[src/rtl/spi_cfg_pkg.sv]
package spi_cfg_pkg;
    localparam int INSTR_W    = 16;
    localparam int ADDR_W     = 13;
    localparam int REG_CTRL   = 0;
    localparam int REG_ID     = 3;
    localparam int REG_RBSEL  = 4;
    localparam int REG_COMMIT = 7;

    typedef enum logic [1:0] {
        PH_IDLE  = 2'd0,
        PH_INSTR = 2'd1,
        PH_DATA  = 2'd2,
        PH_DONE  = 2'd3
    } phase_e;
endpackage

[src/rtl/spi_cfg_sync.sv]
module spi_cfg_sync (
    input  logic clk,
    input  logic rst_n,
    input  logic sclk,
    input  logic csb,
    input  logic sdi,
    output logic sclk_rise,
    output logic sclk_fall,
    output logic cs_act,
    output logic sdi_s
);
    typedef struct packed {
        logic [1:0] ck;
        logic [1:0] cs;
        logic [1:0] di;
        logic       ck_prev;
    } sync_t;

    sync_t q, d;

    always_comb begin
        d.ck      = {q.ck[0], sclk};
        d.cs      = {q.cs[0], csb};
        d.di      = {q.di[0], sdi};
        d.ck_prev = q.ck[1];
    end

    always_ff @(posedge clk or negedge rst_n) begin
        if (!rst_n) begin
            q <= '{ck: 2'b00, cs: 2'b11, di: 2'b00, ck_prev: 1'b0};
        end else begin
            q <= d;
        end
    end

    assign sclk_rise = q.ck[1] & ~q.ck_prev;
    assign sclk_fall = ~q.ck[1] & q.ck_prev;
    assign cs_act    = ~q.cs[1];
    assign sdi_s     = q.di[1];
endmodule

[src/rtl/spi_cfg_regbank.sv]
module spi_cfg_regbank
    import spi_cfg_pkg::*;
#(
    parameter int          NUM_REGS = 10,
    parameter logic [7:0]  ID_CODE  = 8'h5A
) (
    input  logic                  clk,
    input  logic                  rst_n,
    input  logic                  wr_en,
    input  logic [ADDR_W-1:0]     wr_addr,
    input  logic [7:0]            wr_data,
    input  logic [ADDR_W-1:0]     rd_addr,
    input  logic                  load_sel,
    input  logic [NUM_REGS*8-1:0] load_vals,
    output logic [7:0]            rd_data,
    output logic                  pin4,
    output logic                  lsb_first,
    output logic [NUM_REGS*8-1:0] act_cfg
);
    localparam int IDX_W = $clog2(NUM_REGS);

    typedef struct packed {
        logic [NUM_REGS-1:0][7:0] bufb;
        logic [NUM_REGS-1:0][7:0] actb;
        logic                     pin4;
        logic                     lsb;
        logic                     rbsel;
    } bank_t;

    bank_t q, d;

    logic             w_hit, r_hit, reload;
    logic [IDX_W-1:0] w_idx, r_idx;

    always_comb begin
        d      = q;
        w_hit  = wr_en && (wr_addr < ADDR_W'(NUM_REGS));
        w_idx  = wr_addr[IDX_W-1:0];
        reload = w_hit && (w_idx == IDX_W'(REG_CTRL)) && wr_data[5];

        if (reload) begin
            for (int i = 0; i < NUM_REGS; i++) begin
                d.bufb[i] = load_sel ? load_vals[i*8 +: 8] : 8'h00;
                d.actb[i] = load_sel ? load_vals[i*8 +: 8] : 8'h00;
            end
            d.pin4  = load_sel & load_vals[REG_CTRL*8 + 7];
            d.lsb   = load_sel & load_vals[REG_CTRL*8 + 6];
            d.rbsel = load_sel & load_vals[REG_RBSEL*8];
        end else if (w_hit) begin
            if (w_idx == IDX_W'(REG_CTRL)) begin
                d.pin4 = wr_data[7];
                d.lsb  = wr_data[6];
            end else if (w_idx == IDX_W'(REG_ID)) begin
                d.rbsel = q.rbsel;
            end else if (w_idx == IDX_W'(REG_RBSEL)) begin
                d.rbsel = wr_data[0];
            end else if (w_idx == IDX_W'(REG_COMMIT)) begin
                if (wr_data[0]) d.actb = q.bufb;
            end else begin
                d.bufb[w_idx] = wr_data;
            end
        end
    end

    always_ff @(posedge clk or negedge rst_n) begin
        if (!rst_n) q <= '0;
        else        q <= d;
    end

    always_comb begin
        r_hit   = rd_addr < ADDR_W'(NUM_REGS);
        r_idx   = rd_addr[IDX_W-1:0];
        rd_data = 8'h00;
        if (r_hit) begin
            if (r_idx == IDX_W'(REG_CTRL))
                rd_data = {q.pin4, q.lsb, 4'b0000, q.lsb, q.pin4};
            else if (r_idx == IDX_W'(REG_ID))
                rd_data = ID_CODE;
            else if (r_idx == IDX_W'(REG_RBSEL))
                rd_data = {7'b0, q.rbsel};
            else if (r_idx == IDX_W'(REG_COMMIT))
                rd_data = 8'h00;
            else
                rd_data = q.rbsel ? q.actb[r_idx] : q.bufb[r_idx];
        end
    end

    assign pin4      = q.pin4;
    assign lsb_first = q.lsb;
    assign act_cfg   = q.actb;
endmodule

[src/rtl/spi_cfg_port.sv]
module spi_cfg_port
    import spi_cfg_pkg::*;
#(
    parameter int         NUM_REGS = 10,
    parameter logic [7:0] ID_CODE  = 8'h5A
) (
    input  logic                  clk,
    input  logic                  rst_n,
    input  logic                  sclk,
    input  logic                  csb,
    input  logic                  sdio_in,
    output logic                  sdio_out,
    output logic                  sdio_oe,
    output logic                  sdo_out,
    output logic                  sdo_oe,
    input  logic                  load_sel,
    input  logic [NUM_REGS*8-1:0] load_vals,
    output logic [NUM_REGS*8-1:0] act_cfg
);
    typedef struct packed {
        phase_e              phase;
        logic [3:0]          bcnt;
        logic [INSTR_W-1:0]  sh;
        logic                rw;
        logic [1:0]          cnt;
        logic [1:0]          nbytes;
        logic [ADDR_W-1:0]   addr;
        logic                lsb;
        logic                pin4;
        logic                out;
    } port_t;

    port_t q, d;

    logic              rise, fall, cs_act, sdi;
    logic              wr_en;
    logic [7:0]        rd_data;
    logic              bank_pin4, bank_lsb;
    logic [7:0]        nb;
    logic [INSTR_W-1:0] nw;
    logic              in_done;

    spi_cfg_sync u_sync (
        .clk       (clk),
        .rst_n     (rst_n),
        .sclk      (sclk),
        .csb       (csb),
        .sdi       (sdio_in),
        .sclk_rise (rise),
        .sclk_fall (fall),
        .cs_act    (cs_act),
        .sdi_s     (sdi)
    );

    spi_cfg_regbank #(.NUM_REGS(NUM_REGS), .ID_CODE(ID_CODE)) u_bank (
        .clk       (clk),
        .rst_n     (rst_n),
        .wr_en     (wr_en),
        .wr_addr   (q.addr),
        .wr_data   (nb),
        .rd_addr   (q.addr),
        .load_sel  (load_sel),
        .load_vals (load_vals),
        .rd_data   (rd_data),
        .pin4      (bank_pin4),
        .lsb_first (bank_lsb),
        .act_cfg   (act_cfg)
    );

    always_comb begin
        d     = q;
        wr_en = 1'b0;
        nb    = q.lsb ? {sdi, q.sh[7:1]}  : {q.sh[6:0], sdi};
        nw    = q.lsb ? {sdi, q.sh[15:1]} : {q.sh[14:0], sdi};

        if (!cs_act) begin
            d.phase = PH_IDLE;
            d.out   = 1'b0;
        end else begin
            case (q.phase)
                PH_IDLE: begin
                    d.phase = PH_INSTR;
                    d.bcnt  = 4'd0;
                    d.lsb   = bank_lsb;
                    d.pin4  = bank_pin4;
                end
                PH_INSTR: begin
                    if (rise) begin
                        d.sh   = nw;
                        d.bcnt = q.bcnt + 4'd1;
                        if (q.bcnt == 4'd15) begin
                            d.rw     = nw[15];
                            d.cnt    = nw[14:13];
                            d.addr   = nw[ADDR_W-1:0];
                            d.phase  = PH_DATA;
                            d.bcnt   = 4'd0;
                            d.nbytes = 2'd0;
                        end
                    end
                end
                PH_DATA: begin
                    if (rise) begin
                        d.sh   = {q.sh[15:8], nb};
                        d.bcnt = q.bcnt + 4'd1;
                        if (q.bcnt == 4'd7) begin
                            d.bcnt = 4'd0;
                            wr_en  = !q.rw;
                            d.addr = q.lsb ? q.addr + 1'b1 : q.addr - 1'b1;
                            if (q.cnt != 2'd3 && q.nbytes == q.cnt)
                                d.phase = PH_DONE;
                            else
                                d.nbytes = q.nbytes + 2'd1;
                        end
                    end else if (fall && q.rw) begin
                        d.out = rd_data[q.lsb ? q.bcnt[2:0] : 3'd7 - q.bcnt[2:0]];
                    end
                end
                default: d.phase = PH_DONE;
            endcase
        end
    end

    always_ff @(posedge clk or negedge rst_n) begin
        if (!rst_n) begin
            q       <= '0;
            q.phase <= PH_IDLE;
        end else begin
            q <= d;
        end
    end

    assign in_done  = (q.phase == PH_DONE);
    assign sdio_out = q.out;
    assign sdo_out  = q.out;
    assign sdio_oe  = (q.phase == PH_DATA) && q.rw && !q.pin4;
    assign sdo_oe   = (q.phase == PH_DATA) && q.rw && q.pin4;
endmodule

[config.mk]
export PLATFORM = sky130hd
export DESIGN_NAME = spi_cfg_port
export DESIGN_NICKNAME = d
export VERILOG_FILES = /design/src/rtl/spi_cfg_pkg.sv /design/src/rtl/spi_cfg_sync.sv /design/src/rtl/spi_cfg_regbank.sv /design/src/rtl/spi_cfg_port.sv
export SDC_FILE = /design/constraint.sdc
export NUM_CORES = 1
export LEC_CHECK = 0
export BUFFER_PORTS_ARGS = -buffer_cell sky130_fd_sc_hd__buf_2
export CORE_ASPECT_RATIO = 0.7
export CORE_MARGIN = 4
export CORE_UTILIZATION = 59
export DETAILED_ROUTE_END_ITERATION = 6
export GPL_TIMING_DRIVEN = 0
export HOLD_SLACK_MARGIN = 0.03
export PLACE_DENSITY = 0.83
export SYNTH_ARGS = -nofsm -noshare
export SYNTH_HDL_FRONTEND = slang
export SYNTH_HIERARCHICAL = 1
export SYNTH_SLANG_ARGS = --single-unit
[constraint.sdc]
create_clock -name clk -period 3.8 [get_ports clk]
set_input_delay 0.76 -clock clk [delete_from_list [all_inputs] [get_ports clk]]
set_output_delay 0.76 -clock clk [all_outputs]
set_load 0.1 [all_outputs]
==> reports/results.md, run 1 <==
• compound AO/OA/AOI/OAI gates — main combinational cell family by area after synthesis
• 0.207 — compound-gate portion of the synthesized area
• 10 — R2R cell count
• 4.11 ns — critical path data arrival time
• 1,467 — post-synthesis net count
• 1,364 — number of standard cells after synthesis
• sky130_fd_sc_hd__dfrtp_1 — Main synth FF type
• flip-flop — Worst setup SP type
• 0.358 — proportion of power drawn by flip-flops and latches
• 213 — synthesis-stage register bit count
• 1.03 — global placer's final weighted congestion
• 6.70 — detail-routed via count per cell
• 455 uV — worst supply voltage drop on vdd
• 0.135 — area share of and/or/nand/nor cells after synthesis
• 1.00 — Async S/R FF share, synth
• 6 — first-pass iteration count of the detailed router
• flip-flop — crit path capture type
• 22 — number of buffers created by CTS
• -0.498 ns — setup slack after placement
• 25.2 um — wire per inst
• flip-flop to flip-flop — CP Class
• met1 — layer with the highest usage after global routing
• 0 — count of final hold-check violations
• 4.42 mW — internal power summed over all cells
• 10 — CP Max Fanout
• clkbuf_4, clkbuf_4, mux2i_2, o221ai_1, nor4b_1, o31ai_1, mux4_2, mux4_2, mux2i_1, nor2_1 — cells along the critical path
• 3.71 ns — Min Clock Period, post-route
• 69,900 um — wire length of the first global-routing pass
• 4.20 ns — Worst Path Required
• 21,000 um^2 — placeable core area
• 0.0173 — adder-cell area share of the yosys netlist
• 0 — number of enable flip-flop cells after synthesis
• 6.42 nW — leakage power of the design
• 11,600 — vias in the first global route
• 44 — standard-cell row count
• 12,400 — via count of the routed design
• 0.60 ns — CP peak stage delay
• 213 — clock sink count
• 0.150 ns — final hold slack
• 1,782 — first-iteration detailed-routing DRC count
• 1,850 — Cell Count, Final, Fillers Out
• 0.124 — multiplexer share of the synthesized area
• 1 — Max H-tree Level
• 0 — Final Max Slew Viols
• input pin to async pin — class of the most critical hold timing path
• 183 um — width of the die
• q[4] — launch point of the worst reg-to-reg path
• 16.3% — Area Overhead vs Synth
• yes — CTS tree
• 6 — Yosys warning total
• 0.00551 — xor and xnor fraction of the mapped netlist area
• 0.06 ns — Worst-path clk slew
• 3 — clock tree buffer depth
• 0.269 GHz — maximum clock rate
• completed — status
• 0.977 — final worst path period share
• sky130_fd_sc_hd__clkbuf_16 — root cell of the clock tree
• 456 nW/um^2 — Pwr per Cell Area
• 131 um — Die Ht
• 0.571 — met1 demand-to-capacity share in global routing
• 0 — CTS Hold Bufs
• 0.0893 ns — Final WS setup
• 0.149 — met3 usage
• 46,600 um — wirelength, routed
• 0.195 — headroom to the max-slew limit
• sky130_fd_sc_hd__dfrtp_1 — Worst path slowest cell
• 0.416 — fraction of synthesized cell area taken by the top area cell type
• 14,000 um^2 — area post-placement
• 1,810 — post-placement cell count
• 0 ns — Final TNS setup
• 6.73 mW — post-layout total power
• 14,800 um^2 — post-route cell area
• 0.385 — total routing usage reported by global routing
• sky130_fd_sc_hd__nand2_1, sky130_fd_sc_hd__dfrtp_1, sky130_fd_sc_hd__o21ai_0 — top cells by instance count after synthesis
• multiplexers — CP top delay family
• 9.32 um^2 — Avg Synthesized Cell Area
• 0 — remaining global-route overflow
• 12,700 um^2 — post-synthesis cell area
• 24,000 um^2 — area enclosed by the die boundary
• 0.267 — fraction of final layout cells with drive strength greater than 1
• 0.299 — combinational share of power
• 0.09 ns — slack of the worst reg-to-reg path
• 0 — Post-route DRC
• 2 — WP buf/inv
• 5330 um^2 — Sequential Area
• sky130_fd_sc_hd__dfrtp_1, sky130_fd_sc_hd__o21ai_0, sky130_fd_sc_hd__nand2_1 — synth top area cells
• 0.52 ns — insertion delay of the later-clocked pin in the worst-skew pair
• 34,600 um — HPWL after detailed placement
• 170 — IO Pins
• 69 — number of distinct standard cells referenced by the synthesized netlist
• 2 — antenna violations before repair
• 0.704 — share of the core filled with cells in the final layout
• 0.420 — portion of the post-synthesis area used by sequential elements
• 1,659 — number of nets in the layout
• 0.520 — Global Route met2 Usage
• 2.31 mW — net switching power
• 0 — Max Cap Violations
• 0.343 — Clock Power Share
• 0.0189 ns — Max Clock Skew
• 0.343 — fraction of power spent switching nets
• 168 — number of buffers added on ports
• sky130_fd_sc_hd__nand2_1 — count leader, synth
• sky130_fd_sc_hd__dfrtp_1 — area leader, netlist
• false — setup repair after global routing missed its margin
• 86 — largest net degree at the start of global routing
• 0 — # Post-CTS Setup Buffers
• sdio_out — endpoint of the most critical register-to-register path
• 1,632 — fill cell instance count of the final layout
• 6250 um^2 — multi-input logic area
• 0 — count of endpoints failing setup in the final report
• 1.20 ns — slew at the pin closest to its max-slew limit
• 0.606 — initial standard-cell utilization of the core
• 0 — DRT antenna net count
==> flip-flops by register name, summed over array words and instances, names as in the netlist <==
register and count:
u_bank/act_cfg 80, u_sync/q 2, u_bank/q 81, u_bank/lsb_first 1, u_bank/pin4 1, q 42
u_sync/d 4, sdio_out 1, u_sync/sdi_s 1
==> cells in the final DEF (no fill, tap or decap), types with 5 or more instances in the layout <==
cell type and n:
sky130_fd_sc_hd__nor2_1 68, sky130_fd_sc_hd__mux2_4 24, sky130_fd_sc_hd__o21ai_1 49, sky130_fd_sc_hd__clkbuf_16 23, sky130_fd_sc_hd__nand3b_1 9, sky130_fd_sc_hd__o21ai_0 163, sky130_fd_sc_hd__buf_2 196, sky130_fd_sc_hd__clkbuf_1 53
sky130_fd_sc_hd__dfrtp_1 210, sky130_fd_sc_hd__a21oi_1 44, sky130_fd_sc_hd__o31ai_1 12, sky130_fd_sc_hd__inv_1 26, sky130_fd_sc_hd__clkbuf_8 8, sky130_fd_sc_hd__mux2_2 17, sky130_fd_sc_hd__nand2b_1 5, sky130_fd_sc_hd__a211oi_1 13
sky130_fd_sc_hd__nand3_1 12, sky130_fd_sc_hd__clkbuf_2 5, sky130_fd_sc_hd__nor2b_1 18, sky130_fd_sc_hd__nor3_1 23, sky130_fd_sc_hd__nand2_1 212, sky130_fd_sc_hd__mux2i_1 27, sky130_fd_sc_hd__ha_1 16, sky130_fd_sc_hd__a2111oi_0 12
sky130_fd_sc_hd__o21a_1 10, sky130_fd_sc_hd__mux4_2 29, sky130_fd_sc_hd__a22oi_1 46, sky130_fd_sc_hd__a221oi_1 7, sky130_fd_sc_hd__a31oi_1 39, sky130_fd_sc_hd__buf_4 83, sky130_fd_sc_hd__mux2_1 8, sky130_fd_sc_hd__and2_1 5
sky130_fd_sc_hd__o211ai_1 9
==> worst register-to-register path, cell delays in order (launching register included) <==
cell                       delay, ns
sky130_fd_sc_hd__dfrtp_1        0.60
sky130_fd_sc_hd__clkbuf_4       0.37
sky130_fd_sc_hd__clkbuf_4       0.33
sky130_fd_sc_hd__mux2i_2        0.48
sky130_fd_sc_hd__o221ai_1       0.19
sky130_fd_sc_hd__nor4b_1        0.33
sky130_fd_sc_hd__o31ai_1        0.15
sky130_fd_sc_hd__mux4_2         0.48
sky130_fd_sc_hd__mux4_2         0.48
sky130_fd_sc_hd__mux2i_1        0.14
sky130_fd_sc_hd__nor2_1         0.05
==> how the worst max path moves through the flow <==
stage,end,startpoint,slack [ns],cells past startpoint
6_report,sdio_out,q[4],0.09,10
5_1_grt,u_bank/act_cfg[45],q[41],0.02,13
4_1_cts,sdio_out,q[4],0.01,10
3_5_place_dp,u_bank/act_cfg[46],q[41],-0.50,14
3_3_place_gp,q[11],rst_n,-1.64,1
2_1_floorplan,sdio_oe,q[41],0.38,7
==> cells by family (layout without fill, tap and decap cells) <==
logic type                 after synthesis  count (layout)
AOI/OAI and AO/OA                      435             435
other                                    0               3
xor gates and xnor gates                 8               8
DFF                                    213             213
muxes                                  106             106
adders and majority gates               17              17
buffers and inverters                  205             412
and+or+nand+nor                        380             380
==> area by class of cell <==
cell class / instances / area share
Antenna cell: 3 / 0.000508
Timing Repair Buffer: 170 / 0.0613
Clock inverter: 4 / 0.00474
Tap cell: 276 / 0.0234
Multi-Input combinational cell: 946 / 0.423
Inverter: 26 / 0.00661
Buffer: 177 / 0.0720
Clock buffer: 35 / 0.0474
Sequential cell: 213 / 0.361
==> layer usage <==
layer	vias up	share of wire
met3	149	0.17
li1	5233	-
met5	-	0
met4	0	0.040
met2	1012	0.39
met1	5995	0.40
==> power groups by stage <==
| stage | Combinational, mW | Clock, mW | Sequential (mW) |
|---|---|---|---|
| finish | 2.01 | 2.31 | 2.41 |
| global route | 2.13 | 2.41 | 2.41 |
| CTS | 1.92 | 2.31 | 2.40 |
| detailed placement | 1.91 | 0 | 2.44 |
| global placement | 1.88 | 0 | 2.44 |
| floorplan | 1.30 | 0 | 2.41 |
==> repair_timing <==
item,4_1_cts,5_1_grt
gates cloned,0,0
resized for setup,3,15
setup endpoints to repair,146,27
hold endpoints to repair,0,0
No activity file was read; power rests on OpenSTA's default activity.
==> run 2, diff against run 1 <==
--- a/config.mk
+++ b/config.mk
@@ -8,11 +8,12 @@
 export BUFFER_PORTS_ARGS = -buffer_cell sky130_fd_sc_hd__buf_2
 export CORE_ASPECT_RATIO = 0.7
 export CORE_MARGIN = 4
-export CORE_UTILIZATION = 59
+export CORE_UTILIZATION = 60
+export CTS_BUF_LIST = sky130_fd_sc_hd__clkbuf_2
 export DETAILED_ROUTE_END_ITERATION = 6
 export GPL_TIMING_DRIVEN = 0
 export HOLD_SLACK_MARGIN = 0.03
-export PLACE_DENSITY = 0.83
+export PLACE_DENSITY = 0.85
 export SYNTH_ARGS = -nofsm -noshare
 export SYNTH_HDL_FRONTEND = slang
 export SYNTH_HIERARCHICAL = 1
==> run 2 against run 1 <==
The run now ends with setup timing left. Clock-buffer cell count grew 37. First-iteration DRC count grew 11%. Flip-flop and latch count is the same. Via count grew 0.71%. Clock skew grew 0.080 ns. Highest routed layer is now met5.
==> reports/results.md, run 2 (synthesis gave the netlist of run 1 again) <==
• 5.94 mW — post-layout total power
• 0 — DRT antenna net count
• 20,800 um^2 — placeable core area
• false — setup repair after global routing missed its margin
• 119 — largest net degree at the start of global routing
• 18,000 um — met2 WL
• flip-flop to flip-flop — CP Class
• 6.55 — detail-routed via count per cell
• 23,600 um^2 — area enclosed by the die boundary
• 0 — # Post-CTS Setup Buffers
• 130 um — Die Ht
• -0.494 ns — setup slack after placement
• 2 — Max H-tree Level
• 0 — count of final hold-check violations
• 168 — number of buffers added on ports
• 46,600 um — wirelength, routed
• 213 — clock sink count
• 0.259 GHz — maximum clock rate
• 44 — standard-cell row count
• 0.12 ns — Worst-path clk slew
• 0.612 — initial standard-cell utilization of the core
• 0.252 — headroom to the max-slew limit
• 3 — clock tree buffer depth
• input pin to flip-flop — class of the most critical hold timing path
• 18,800 um — met1 WL
• 411 nW/um^2 — Pwr per Cell Area
• 7 — first-pass iteration count of the detailed router
• 4.56 ns — Worst Path Required
• sky130_fd_sc_hd__nand2_1 — leading cell type in the layout, fill and taps excluded
• 0.390 — total routing usage reported by global routing
• met5 — highest routed metal layer
• 0.283 — fraction of final layout cells with drive strength greater than 1
• 2 — antenna violations before repair
• 52 — number of buffers created by CTS
• 1,904 — Cell Count, Final, Fillers Out
• -0.0646 ns — Final WS setup
• 69,900 um — wire length of the first global-routing pass
• flip-flop — Worst setup SP type
• 1,979 — first-iteration detailed-routing DRC count
• 0.108 ns — final hold slack
• 0.91 ns — insertion delay of the later-clocked pin in the worst-skew pair
• flip-flop — crit path capture type
• sky130_fd_sc_hd__clkbuf_2 — root cell of the clock tree
• 1,671 — fill cell instance count of the final layout
• 8200 um — routed wl met3
• 14,400 um^2 — post-route cell area
• 0.992 — global placer's final weighted congestion
• u_bank/q — Reg with most FFs
• 6.38 nW — leakage power of the design
• 13,900 um^2 — area post-placement
• 170 — IO Pins
• 182 um — width of the die
• 81 — max FFs per register
• 0 — remaining global-route overflow
• 0 — Antenna Diode Count
• 1 — count of endpoints failing setup in the final report
• 0 — Post-route DRC
• 11,700 — vias in the first global route
• 1.02 — final worst path period share
• complete, but fails checks — status
• 1.12 ns — slew at the pin closest to its max-slew limit
• 1,809 — post-placement cell count
• 0 — Final Max Slew Viols
• setup timing — failing checks
• 24.5 um — wire per inst
• 0 — Max Cap Violations
• 12,500 — via count of the routed design
• 13.7% — Area Overhead vs Synth
• 4.62 ns — critical path data arrival time
• 3.86 ns — Min Clock Period, post-route
• yes — CTS tree
• 10 — CP Max Fanout
• sky130_fd_sc_hd__nand2_1, sky130_fd_sc_hd__dfrtp_1, sky130_fd_sc_hd__buf_2, sky130_fd_sc_hd__o21ai_0, sky130_fd_sc_hd__buf_4 — most frequent cells in the layout
• 1,692 — number of nets in the layout
• 0.0988 ns — Max Clock Skew
• 34,600 um — HPWL after detailed placement
• 192 uV — worst supply voltage drop on vdd
==> run 2: area by class of cell <==
cell class,count,area [um^2],share of cell area
buffer,177,1060,0.0734
sequential,213,5340,0.369
clock buffer,72,360,0.0249
timing repair buffer,173,918,0.0636
inverter,26,97.6,0.00676
clock inverter,21,93.8,0.00650
tap,276,345,0.0239
multi-input combinational,946,6230,0.432
==> run 2: power by group <==
group	switching [mW]	internal, mW
Sequential	0.0892	2.32
Clock	1.01	0.521
Combinational	1.30	0.702
==> run 2: path summary, 6_finish.rpt <==
path / startpoint / endpoint / slack [ns] / cells past startpoint
setup / recovery: q[4] / sdio_out / -0.06 / 11
hold / removal: load_vals[18] / u_bank/q[101] / 0.11 / 3
setup reg to reg: q[4] / sdio_out / -0.06 / 11
hold reg to reg: u_sync/d[2] / u_sync/sdi_s / 0.36 / 0
max in group asynchronous: rst_n / q[4] / 2.23 / 3
min in group asynchronous: rst_n / u_bank/act_cfg[6] / 0.47 / 2
==> run 2: metal layers <==
metal,global-route usage,vias up
met2,0.518,1038
met3,0.180,155
met1,0.572,5959
li1,-,5321
met4,0.117,4
met5,0,-
==> run 2: critical path, cell delays in order, from the launching register on <==
cell,delay (ns)
sky130_fd_sc_hd__dfrtp_2,0.53
sky130_fd_sc_hd__buf_2,0.37
sky130_fd_sc_hd__buf_2,0.44
sky130_fd_sc_hd__buf_2,0.30
sky130_fd_sc_hd__a211oi_1,0.11
sky130_fd_sc_hd__a2111oi_0,0.89
sky130_fd_sc_hd__nor2_1,0.13
sky130_fd_sc_hd__o31ai_1,0.31
sky130_fd_sc_hd__mux4_2,0.29
sky130_fd_sc_hd__mux4_2,0.23
sky130_fd_sc_hd__mux2i_1,0.07
sky130_fd_sc_hd__nor2_1,0.08
==> run 2: repair_timing <==
action / in CTS / in global routing
hold endpoints to repair: 98 / 0
gates resized for setup: 2 / 13
endpoints found under the setup margin: 142 / 25
gates cloned: 0 / 0
hold buffers: 4 / 0
==> run 2: stage by stage <==
| step | setup TNS, ns | util |
|---|---|---|
| 4_1_cts | 0 | 0.695 |
| 3_3_place_gp | -371.69 | 0.669 |
| 5_1_grt | 0 | 0.696 |
| 3_5_place_dp | -35.78 | 0.671 |
| 2_1_floorplan | 0 | - |
| 6_report | -0.0646 | 0.696 |
==> run 3, diff against run 2 <==
--- a/config.mk
+++ b/config.mk
@@ -14,6 +14,7 @@
 export GPL_TIMING_DRIVEN = 0
 export HOLD_SLACK_MARGIN = 0.03
 export PLACE_DENSITY = 0.85
+export SETUP_SLACK_MARGIN = 0.5
 export SYNTH_ARGS = -nofsm -noshare
 export SYNTH_HDL_FRONTEND = slang
 export SYNTH_HIERARCHICAL = 1
==> run 3 against run 2 <==
Die area did not move. Flip-flop and latch count is the same. Sequential power about the same. Utilization is 1.8 points higher. Clock power rose by 11%. Final area up 2.6%. Critical endpoint unchanged. Wire length rose by 2.8%. Final cell count up 0.68%. Largest cell class unchanged. The run now ends clean. Sequential share of layout area is 0.91 points lower. Register-to-register slack gained 0.49 ns.
==> reports/results.md, run 3 (synthesis gave the netlist of run 1 again) <==
• completed — status
• 34,900 um — HPWL after detailed placement
• 4.17 ns — critical path data arrival time
• 0.612 — initial standard-cell utilization of the core
• 0.88 ns — insertion delay of the later-clocked pin in the worst-skew pair
• 0.43 ns — slack of the worst reg-to-reg path
• 0.887 — final worst path period share
• yes — CTS tree
• sky130_fd_sc_hd__a2111oi_0 — Worst path slowest cell
• 0 — count of final hold-check violations
• 0.12 ns — Worst-path clk slew
• 3.81 mW — internal power summed over all cells
• 20,800 um^2 — placeable core area
• sky130_fd_sc_hd__clkbuf_2 — root cell of the clock tree
• 1,626 — fill cell instance count of the final layout
• 6.62 — detail-routed via count per cell
• 0.134 ns — final hold slack
• sdio_out — end point of the critical path
• 0.297 GHz — maximum clock rate
• 1.10 ns — slew at the pin closest to its max-slew limit
• 3.37 ns — Min Clock Period, post-route
• 0.584 — met1 demand-to-capacity share in global routing
• met1 — layer with the highest usage after global routing
• 0.0695 ns — Max Clock Skew
• 0.532 — Global Route met2 Usage
• 0 — Max Cap Violations
• 16.6% — Area Overhead vs Synth
• 0 — count of endpoints failing setup in the final report
• 213 — clock sink count
• -0.476 ns — setup slack after placement
• 10 — R2R cell count
• 0 — Post-route DRC
• 246 uV — worst supply voltage drop on vdd
• 0.391 — fraction of power spent switching nets
• 0 — DRT antenna net count
• false — setup repair after global routing missed its margin
• 1,787 — first-iteration detailed-routing DRC count
• 168 — number of buffers added on ports
• 52 — number of buffers created by CTS
• 0.171 — met3 usage
• 12,700 — via count of the routed design
• 70,700 um — wire length of the first global-routing pass
• 23,600 um^2 — area enclosed by the die boundary
• 119 — largest net degree at the start of global routing
• 0.248 — headroom to the max-slew limit
• 0.271 — Clock Power Share
• q[4] — launch point of the worst reg-to-reg path
• 0.307 — fraction of final layout cells with drive strength greater than 1
• 0.381 — proportion of power drawn by flip-flops and latches
• 0 ns — Final TNS setup
• flip-flop — Worst setup SP type
• 0.99 ns — CP peak stage delay
• 130 um — Die Ht
• 0.348 — combinational share of power
• sky130_fd_sc_hd__mux4_2 — most frequent cell on the critical path
• 1,704 — number of nets in the layout
• 1 — antenna violations before repair
• 0.430 ns — Final WS setup
• flip-flop — crit path capture type
• 81 — max FFs per register
• sky130_fd_sc_hd__nand2_1, sky130_fd_sc_hd__dfrtp_1, sky130_fd_sc_hd__buf_2, sky130_fd_sc_hd__o21ai_0, sky130_fd_sc_hd__buf_4 — most frequent cells in the layout
• 0.396 — total routing usage reported by global routing
• 0 — Final Max Slew Viols
• 6.51 nW — leakage power of the design
• 25.0 um — wire per inst
• q[4] — start point of the critical path
• u_bank/q — Reg with most FFs
• 6 — first-pass iteration count of the detailed router
• 11,600 — vias in the first global route
• 0 — remaining global-route overflow
• 170 — IO Pins
• 3 — clock tree buffer depth
• buf_2, mux4_2, inv_1, a2111oi_0, nor3_1, o31ai_1, mux4_2, mux4_2, mux2i_1, nor2_1 — cells along the critical path
• 2.45 mW — net switching power
• 4.60 ns — Worst Path Required
• sdio_out — endpoint of the most critical register-to-register path
• 2 — Max H-tree Level
• 10 — CP Max Fanout
• 422 nW/um^2 — Pwr per Cell Area
• 1.04 — global placer's final weighted congestion
• 44 — standard-cell row count
• flip-flop to flip-flop — CP Class
• 182 um — width of the die
• sky130_fd_sc_hd__nand2_1 — leading cell type in the layout, fill and taps excluded
• input pin to flip-flop — class of the most critical hold timing path
• 47,900 um — wirelength, routed
run 3: changes by cell type in the layout (fill, tap and decap cells not counted), sizes merged:
cell / previous run / this run
diode: 0 / 2
clkinvlp: 2 / 1
clkinv: 19 / 20
buf: 292 / 302
inv: 26 / 25
bufinv: 0 / 3
clkbuf: 126 / 125
run 3: what timing repair did:
action,CTS,global route
endpoints found under the hold margin,96,0
pin swaps,0,3
resized for setup,45,57
buffers inserted,7,3
hold buffers,4,0
endpoints found under the setup margin,168,139
run 3: metal layers:
layer | vias up | share of wire | wire, um
li1 | 5360 | - | -
met1 | 6085 | 0.40 | 19100
met2 | 1095 | 0.39 | 18800
met3 | 144 | 0.18 | 8430
met4 | 2 | 0.033 | 1590
met5 | - | 0.00027 | 13
run 3: worst min path at each step:
| stage | startpoint | endpoint | cells past startpoint |
|---|---|---|---|
| 2_1_floorplan | u_sync/d[6] | u_sync/d[0] | 0 |
| 3_3_place_gp | u_sync/d[6] | u_sync/d[0] | 0 |
| 3_5_place_dp | u_sync/d[2] | u_sync/sdi_s | 0 |
| 4_1_cts | load_vals[25] | u_bank/q[108] | 3 |
| 5_1_grt | load_vals[25] | u_bank/q[108] | 3 |
| 6_report | load_vals[25] | u_bank/q[108] | 3 |
run 3: layout make-up:
cell class              count  area (um^2)  share of cell area
repair buffers            183         1020              0.0691
diodes                      2         5.00            0.000338
clock inverters            23          166              0.0112
well taps                 276          345              0.0233
multi-input cells         946         6340               0.428
plain buffers             179         1150              0.0779
inverters                  26          101             0.00684
flip-flops and latches    213         5340               0.360
clock buffers              69          345              0.0233
run 3: critical path: cells and delay by family, from the launching register on:
family,cells,cell delay (ns)
compound gates,2,1.34
mux,4,0.86
flops,1,0.47
buf+inv,2,0.47
simple gates,2,0.20
run 3: power groups by stage:
stage | Sequential (mW) | Combinational, mW | Clock, mW
2_1_floorplan | 2.41 | 1.30 | 0
3_3_place_gp | 2.44 | 1.90 | 0
3_5_place_dp | 2.45 | 1.92 | 0
4_1_cts | 2.38 | 2.02 | 1.68
5_1_grt | 2.39 | 2.29 | 1.82
6_report | 2.38 | 2.18 | 1.70
run 3: stage by stage:
stage / total power [mW] / instances / util / cell area (um^2)
floorplan: 3.71 / 1364 / - / 12700
detailed placement: 4.37 / 1809 / 0.671 / 13900
global placement: 4.34 / 1808 / 0.669 / 13900
global route: 6.49 / 1915 / 0.714 / 14800
CTS: 6.09 / 1912 / 0.707 / 14700
finish: 6.25 / 1917 / 0.714 / 14800
